--- src/rtl/dvfs_seq_pkg.sv ---
// Shared types for the operating-point sequencer.
// Assumes: nothing beyond IEEE 1800-2017.
package dvfs_seq_pkg;

    // Sequencer phases; upward and downward paths are kept apart.
    typedef enum logic [2:0] {
        SQ_IDLE     = 3'd0,
        SQ_UP_GUARD = 3'd1,
        SQ_UP_WAIT  = 3'd2,
        SQ_DN_VSET  = 3'd3,
        SQ_DN_GUARD = 3'd4,
        SQ_DN_WAIT  = 3'd5
    } seq_state_t;

endpackage

--- src/rtl/dvfs_optable.sv ---
// Operating-point lookup: maps a level index to a regulator supply code
// and a clock-divider select. The entries are generated from parameters
// and nothing is stored.
// Assumes: idx < NUM_LEVELS (the request holder clamps it).
module dvfs_optable #(
    parameter int NUM_LEVELS = 8,
    parameter int LW         = 3,
    parameter int VW         = 8,
    parameter int V_MIN      = 60,
    parameter int V_STEP     = 10
) (
    input  logic [LW-1:0] idx,
    output logic [VW-1:0] vcode,
    output logic [LW-1:0] div_sel
);

    logic [VW-1:0] vtab [NUM_LEVELS];
    logic [LW-1:0] dtab [NUM_LEVELS];

    // One generated entry per level: rising supply, shrinking divider.
    for (genvar g = 0; g < NUM_LEVELS; g++) begin : g_ent
        assign vtab[g] = VW'(V_MIN + g * V_STEP);
        assign dtab[g] = LW'(NUM_LEVELS - 1 - g);
    end

    // Plain indexed read of both columns.
    always_comb begin
        vcode   = vtab[idx];
        div_sel = dtab[idx];
    end

endmodule

--- src/rtl/dvfs_req_hold.sv ---
// Pending-request holder: keeps the newest requested level until the
// sequencer takes it. A later strobe overwrites an untaken one.
// Assumes: take is only raised while pend_vld is high.
module dvfs_req_hold #(
    parameter int NUM_LEVELS = 8,
    parameter int LW         = 3
) (
    input  logic          clk,
    input  logic          rst_n,
    input  logic          req_valid,
    input  logic [LW-1:0] req_level,
    input  logic          take,
    output logic          pend_vld,
    output logic [LW-1:0] pend_lvl
);

    localparam logic [LW-1:0] TOP_LVL = LW'(NUM_LEVELS - 1);

    logic [LW-1:0] clamped;

    // Clamp indices beyond the table to its top entry.
    always_comb clamped = (req_level > TOP_LVL) ? TOP_LVL : req_level;

    // Hold the newest request; a fresh strobe wins over a take in the same cycle.
    always_ff @(posedge clk) begin
        if (!rst_n) begin
            pend_vld <= 1'b0;
            pend_lvl <= '0;
        end else if (req_valid) begin
            pend_vld <= 1'b1;
            pend_lvl <= clamped;
        end else if (take) begin
            pend_vld <= 1'b0;
        end
    end


    take_clears_chk: assert property (@(posedge clk) disable iff (!rst_n)
        ($past(take) && !$past(req_valid)) |-> !pend_vld);


    newest_kept_chk: assert property (@(posedge clk) disable iff (!rst_n)
        $past(req_valid) |-> (pend_vld && pend_lvl == $past(clamped)));

endmodule

--- src/rtl/dvfs_seq_fsm.sv ---
// Transition controller: orders the supply request and the divider change,
// drives the stall, busy and reported level, and handles the regulator
// handshake with a one-cycle guard after each supply change.
// Assumes: vreg_ack from the regulator is only meaningful from the second
// cycle after vreg_req changes; lk_vcode/lk_div answer lk_idx in the same cycle.
module dvfs_seq_fsm
    import dvfs_seq_pkg::*;
#(
    parameter int NUM_LEVELS = 8,
    parameter int LW         = 3,
    parameter int VW         = 8,
    parameter int V_MIN      = 60
) (
    input  logic          clk,
    input  logic          rst_n,
    input  logic          pend_vld,
    input  logic [LW-1:0] pend_lvl,
    input  logic          stall_mode,
    input  logic          vreg_ack,
    input  logic [VW-1:0] lk_vcode,
    input  logic [LW-1:0] lk_div,
    output logic [LW-1:0] lk_idx,
    output logic          take,
    output logic [VW-1:0] vreg_req,
    output logic [LW-1:0] clk_div_sel,
    output logic          core_stall,
    output logic          busy,
    output logic [LW-1:0] cur_level
);

    localparam logic [VW-1:0] RST_VCODE = VW'(V_MIN);
    localparam logic [LW-1:0] RST_DIV   = LW'(NUM_LEVELS - 1);

    seq_state_t    st_q;
    logic [LW-1:0] tgt_q;
    logic [LW-1:0] cur_q;
    logic [VW-1:0] vreq_q;
    logic [LW-1:0] div_q;
    logic          stall_q;
    logic [LW-1:0] f_lvl_q;   // level the divider currently represents
    logic [LW-1:0] v_lvl_q;   // level the supply request currently represents
    logic          start_ok;

    // Start a transition only for a pending level different from the current one.
    always_comb begin
        start_ok = (st_q == SQ_IDLE) && pend_vld && (pend_lvl != cur_q);
        take     = (st_q == SQ_IDLE) && pend_vld;
        lk_idx   = (st_q == SQ_IDLE) ? pend_lvl : tgt_q;
    end

    // Main sequencing process: one step per phase.
    always_ff @(posedge clk) begin
        if (!rst_n) begin
            st_q    <= SQ_IDLE;
            tgt_q   <= '0;
            cur_q   <= '0;
            vreq_q  <= RST_VCODE;
            div_q   <= RST_DIV;
            stall_q <= 1'b0;
            f_lvl_q <= '0;
            v_lvl_q <= '0;
        end else begin
            case (st_q)
                SQ_IDLE: begin
                    if (start_ok) begin
                        tgt_q <= pend_lvl;
                        if (pend_lvl > cur_q) begin
                            vreq_q  <= lk_vcode;
                            v_lvl_q <= pend_lvl;
                            stall_q <= stall_mode;
                            st_q    <= SQ_UP_GUARD;
                        end else begin
                            div_q   <= lk_div;
                            f_lvl_q <= pend_lvl;
                            st_q    <= SQ_DN_VSET;
                        end
                    end
                end
                SQ_UP_GUARD: st_q <= SQ_UP_WAIT;
                SQ_UP_WAIT: begin
                    if (vreg_ack) begin
                        div_q   <= lk_div;
                        f_lvl_q <= tgt_q;
                        stall_q <= 1'b0;
                        cur_q   <= tgt_q;
                        st_q    <= SQ_IDLE;
                    end
                end
                SQ_DN_VSET: begin
                    vreq_q  <= lk_vcode;
                    v_lvl_q <= tgt_q;
                    st_q    <= SQ_DN_GUARD;
                end
                SQ_DN_GUARD: st_q <= SQ_DN_WAIT;
                SQ_DN_WAIT: begin
                    if (vreg_ack) begin
                        cur_q <= tgt_q;
                        st_q  <= SQ_IDLE;
                    end
                end
                default: st_q <= SQ_IDLE;
            endcase
        end
    end

    // Drive the ports from the state registers.
    always_comb begin
        vreg_req    = vreq_q;
        clk_div_sel = div_q;
        core_stall  = stall_q;
        busy        = (st_q != SQ_IDLE);
        cur_level   = cur_q;
    end


    freq_le_volt_chk: assert property (@(posedge clk) disable iff (!rst_n)
        f_lvl_q <= v_lvl_q);


    faster_after_ack_chk: assert property (@(posedge clk) disable iff (!rst_n)
        (div_q < $past(div_q)) |-> ($past(st_q) == SQ_UP_WAIT && $past(vreg_ack)));


    guard_ignores_ack_chk: assert property (@(posedge clk) disable iff (!rst_n)
        ($past(st_q) == SQ_UP_GUARD) |-> (st_q == SQ_UP_WAIT && $stable(div_q)));


    volt_down_after_freq_chk: assert property (@(posedge clk) disable iff (!rst_n)
        (v_lvl_q < $past(v_lvl_q)) |-> ($past(st_q) == SQ_DN_VSET && f_lvl_q == v_lvl_q));


    stall_in_transition_chk: assert property (@(posedge clk) disable iff (!rst_n)
        core_stall |-> busy);


    no_stall_down_chk: assert property (@(posedge clk) disable iff (!rst_n)
        $rose(core_stall) |-> (v_lvl_q > $past(v_lvl_q)));


    idle_matches_chk: assert property (@(posedge clk) disable iff (!rst_n)
        !busy |-> (f_lvl_q == cur_q && v_lvl_q == cur_q));


    level_moves_at_end_chk: assert property (@(posedge clk) disable iff (!rst_n)
        (cur_q != $past(cur_q)) |-> ($fell(busy) && cur_q == $past(tgt_q)));

endmodule

--- src/rtl/dvfs_seq.sv ---
// Top of the operating-point sequencer: request holder, lookup table and
// transition controller.
// Assumes: NUM_LEVELS >= 2; the regulator raises vreg_ack once the
// requested supply is stable and drops it after a new code appears.
module dvfs_seq #(
    parameter int NUM_LEVELS = 8,
    parameter int VW         = 8,
    parameter int V_MIN      = 60,
    parameter int V_STEP     = 10,
    localparam int LW        = $clog2(NUM_LEVELS)
) (
    input  logic          clk,
    input  logic          rst_n,
    input  logic          req_valid,
    input  logic [LW-1:0] req_level,
    input  logic          stall_mode,
    input  logic          vreg_ack,
    output logic [VW-1:0] vreg_req,
    output logic [LW-1:0] clk_div_sel,
    output logic          core_stall,
    output logic          busy,
    output logic [LW-1:0] cur_level
);

    logic          pend_vld;
    logic [LW-1:0] pend_lvl;
    logic          take;
    logic [LW-1:0] lk_idx;
    logic [VW-1:0] lk_vcode;
    logic [LW-1:0] lk_div;

    dvfs_req_hold #(.NUM_LEVELS(NUM_LEVELS), .LW(LW)) u_hold (
        .clk       (clk),
        .rst_n     (rst_n),
        .req_valid (req_valid),
        .req_level (req_level),
        .take      (take),
        .pend_vld  (pend_vld),
        .pend_lvl  (pend_lvl)
    );

    dvfs_optable #(
        .NUM_LEVELS(NUM_LEVELS), .LW(LW), .VW(VW), .V_MIN(V_MIN), .V_STEP(V_STEP)
    ) u_table (
        .idx     (lk_idx),
        .vcode   (lk_vcode),
        .div_sel (lk_div)
    );

    dvfs_seq_fsm #(
        .NUM_LEVELS(NUM_LEVELS), .LW(LW), .VW(VW), .V_MIN(V_MIN)
    ) u_fsm (
        .clk         (clk),
        .rst_n       (rst_n),
        .pend_vld    (pend_vld),
        .pend_lvl    (pend_lvl),
        .stall_mode  (stall_mode),
        .vreg_ack    (vreg_ack),
        .lk_vcode    (lk_vcode),
        .lk_div      (lk_div),
        .lk_idx      (lk_idx),
        .take        (take),
        .vreg_req    (vreg_req),
        .clk_div_sel (clk_div_sel),
        .core_stall  (core_stall),
        .busy        (busy),
        .cur_level   (cur_level)
    );

endmodule

--- config.mk ---
export PLATFORM = sky130hd
export DESIGN_NAME = dvfs_seq
export DESIGN_NICKNAME = d
export VERILOG_FILES = /design/src/rtl/dvfs_seq_pkg.sv /design/src/rtl/dvfs_optable.sv /design/src/rtl/dvfs_req_hold.sv /design/src/rtl/dvfs_seq_fsm.sv /design/src/rtl/dvfs_seq.sv
export SDC_FILE = /design/constraint.sdc
export NUM_CORES = 1
export LEC_CHECK = 0
export BUFFER_PORTS_ARGS = -buffer_cell sky130_fd_sc_hd__buf_2
export CORE_MARGIN = 2
export CORE_UTILIZATION = 40
export DETAILED_ROUTE_END_ITERATION = 10
export PLACE_DENSITY_LB_ADDON = 0.12
export RECOVER_POWER = 25
export SLEW_MARGIN = 10
export SYNTH_ARGS = -nofsm -noshare
export SYNTH_HDL_FRONTEND = slang
export SYNTH_HIERARCHICAL = 1
export SYNTH_SLANG_ARGS = --single-unit
--- constraint.sdc ---
create_clock -name clk -period 2.8 [get_ports clk]
set_input_delay 0.14 -clock clk [delete_from_list [all_inputs] [get_ports clk]]
set_output_delay 0.14 -clock clk [all_outputs]
set_load 0.005 [all_outputs]
==> results.py <==
metrics = {
    "critical_path": {
        "worstReg2RegStart": "u_fsm/st_q[0]$_SDFFE_PN0P_",
        "critical_path_class": "reg -> reg",
        "arrival_ps": 2200,
        "end_kind": "flip-flop",
        "cp-start-kind": "flip-flop",
        "r2r-end": "u_fsm/vreg_req[3]$_SDFFE_PN1P_",
        "required_ps": 3010,
        "crit_end": "u_fsm/vreg_req[3]$_SDFFE_PN1P_",
        "cp_max_fo": 7,
        "startpoint": "u_fsm/st_q[0]$_SDFFE_PN0P_",
        "r2r_cells": 7,
        "reg2reg_slack_ps": 810,
    },
    "clock_tree": {
        "cts.repair.resized": 0,
        "root_buffer": "clkbuf_4",
        "clock_sinks": 25,
        "clk_pin_slew_ps": 140,
        "cts_made_buffers": 3,
        "ctsHoldBuffers": 0,
        "clock_path_buffers": 2,
        "h-tree-depth": 1,
        "clock_latency_ps": 320,
        "cts_tree": "built",
        "postCtsSetupBuffers": 0,
    },
    "logic_synthesis": {
        "yosysWarnings": 6,
        "synth.area.top_cells": "dfxtp_1, mux2i_1, ha_1",
        "synth_top_area_cell": "dfxtp_1",
        "avgSynthCellArea_um2": 9.28,
        "synth_edf_count": 0,
        "yosys.cell_types.count": 35,
        "synth_area_um2": 1280,
        "synth_top_flop_cell": "dfxtp_1",
        "synth-seq-area-share_pct": 39.1,
        "synthArstFlopShare_pct": 0,
        "syn_nets": 154,
        "syn_inst": 138,
        "synth_seq_cells": 25,
        "yosysTopAreaCellShare_pct": 39.1,
    },
    "detailed_routing": {
        "viasPerCell": 4.77,
        "wirelength_um": 2370,
        "drtAntennaViolNets": 0,
        "first_pass_iters": 4,
        "vias": 973,
        "post_drt_wl_per_cell_um": 11.6,
        "drtIter0Drc": 23,
        "drc": 0,
    },
    "floorplan": {
        "io_pins": 24,
        "die_h_um": 60.6,
        "core_um2": 3050,
        "die_w_um": 60.6,
        "start_util_pct": 42.0,
        "fp-row-count": 20,
        "design.die.area_um2": 3670,
    },
    "finish": {
        "fin_area_um2": 1450,
        "syn2layout_area_growth_pct": 13.1,
        "nNetsFinal": 177,
        "final_cell_mix": "dfxtp_1, nor2_1, mux2i_1",
        "drive_gt1_share_pct": 19.4,
        "diodes": 0,
        "layout_commonest_cell": "dfxtp_1",
    },
    "timing": {
        "setup_slack_ps": 807,
        "max_slew.worst_pin.slew_ps": 700,
        "max_freq_mhz": 502,
        "hold_slack_ps": 69.7,
        "rsz0062_at_grt": "false",
        "period_minus_slack_ps": 1990,
        "worst_slew_margin_rel_pct": 53.3,
        "slew_violations": 0,
        "period_share_pct": 71.2,
        "setup_viol": 0,
        "hold_violations": 0,
        "tns_ps": 0,
        "clock_skew_ps": 6.61,
    },
    "global_routing": {
        "grt_pass1_wl_um": 4000,
        "grt.total_usage_pct": 14.6,
        "first_global_vias": 916,
        "grt_max_degree": 25,
        "grt_antenna_before_repair": 0,
        "grt_overflow_total": 0,
    },
    "job": {
        "cap_violations": 0,
    },
    "power": {
        "power_leakage_nw": 0.612,
        "power_density_nw_per_um2": 449,
        "ir_worst_vdd_mv": 0.202,
    },
    "hold_path": {
        "hold_path.class": "in -> reg",
    },
    "place": {
        "placed_area_um2": 1430,
        "dp_hpwl_um": 1820,
        "io_buffers": 23,
        "routabilityCongestion": 0.753,
        "pre_cts_slack_ps": 813,
    },
    "outcome": {
        "status": "finished, final reports clean",
    },
}
-- worst min-delay path by stage --
| stage | from | endpoint | cells after the start |
|---|---|---|---|
| floorplan | rst_n | u_hold/pend_vld$_SDFFE_PN0P_ | 1 |
| global placement | req_level[2] | u_hold/pend_lvl[2]$_SDFFE_PN0P_ | 3 |
| detailed placement | req_level[2] | u_hold/pend_lvl[2]$_SDFFE_PN0P_ | 3 |
| CTS | req_level[2] | u_hold/pend_lvl[2]$_SDFFE_PN0P_ | 3 |
| global route | req_level[2] | u_hold/pend_lvl[2]$_SDFFE_PN0P_ | 3 |
| finish | req_level[2] | u_hold/pend_lvl[2]$_SDFFE_PN0P_ | 3 |
-- sequential cells by signal, summed over array words and instances, names as in the netlist --
name / count
u_fsm/clk_div_sel: 3
u_fsm/core_stall: 1
u_fsm/cur_level: 3
u_fsm/st_q: 3
u_fsm/tgt_q: 3
u_fsm/vreg_req: 8
u_hold/pend_lvl: 3
u_hold/pend_vld: 1
-- routing by layer --
metal	track usage, %	part of all wire, %
met5	0	0
met4	5.90	0.63
met3	2.77	2.7
met2	25.2	50
met1	17.8	46
-- critical path, cell delays in order (launching register included) --
cell and delay (ps):
dfxtp_1 410, nor3_4 360, mux2_2 420, inv_1 130, ha_1 260, xnor2_1 120
nor2_1 100, mux2i_1 80
-- cells in the mapped netlist, types with 2 or more instances --
library cell and count:
a21oi_1 4, buf_4 2, clkbuf_1 2, dfxtp_1 25, ha_1 8, inv_1 9
mux2_2 3, mux2i_1 20, nand2_1 11, nand3_1 2, nor2_1 20, nor2b_1 4
nor3b_1 2, o21a_1 2, o21ai_0 3, o21ai_1 2
-- report_power, final --
part           switching [mW]  internal, mW  leakage [nW]  total, mW
logic                  0.0587        0.0482         0.395      0.107
registers              0.0115         0.367         0.203      0.379
clock network           0.110        0.0545        0.0139      0.164
total                   0.180         0.470         0.612      0.650
-- stage by stage --
| stage | std cells | power (mW) | utilization [%] |
|---|---|---|---|
| floorplan | 138 | 0.468 | - |
| global placement | 200 | 0.494 | 46.7 |
| detailed placement | 200 | 0.496 | 46.7 |
| CTS | 204 | 0.663 | 47.7 |
| global route | 204 | 0.690 | 47.5 |
| finish | 204 | 0.650 | 47.5 |
-- cells by family (layout without fill, tap and decap cells) --
family / after synthesis / count (layout) / share of synthesized area (%)
AOI/OAI and AO/OA: 18 / 18 / 9.57
other: 1 / 1 / 0.293
DFF: 25 / 25 / 39.1
adders and majority gates: 8 / 8 / 7.81
and+or+nand+nor: 47 / 47 / 19.3
muxes: 23 / 23 / 18.3
xor gates and xnor gates: 1 / 1 / 0.684
buffers and inverters: 15 / 37 / 4.98
-- layout make-up --
cell class / count / area [um^2]
Clock buffer: 3 / 22.5
Clock inverter: 1 / 7.51
Fill cell: 320 / 1600
Inverter: 10 / 37.5
Multi-Input combinational cell: 98 / 717
Sequential cell: 25 / 500
Tap cell: 44 / 55.1
Timing Repair Buffer: 23 / 109
Power figures use the tool's default switching activity.
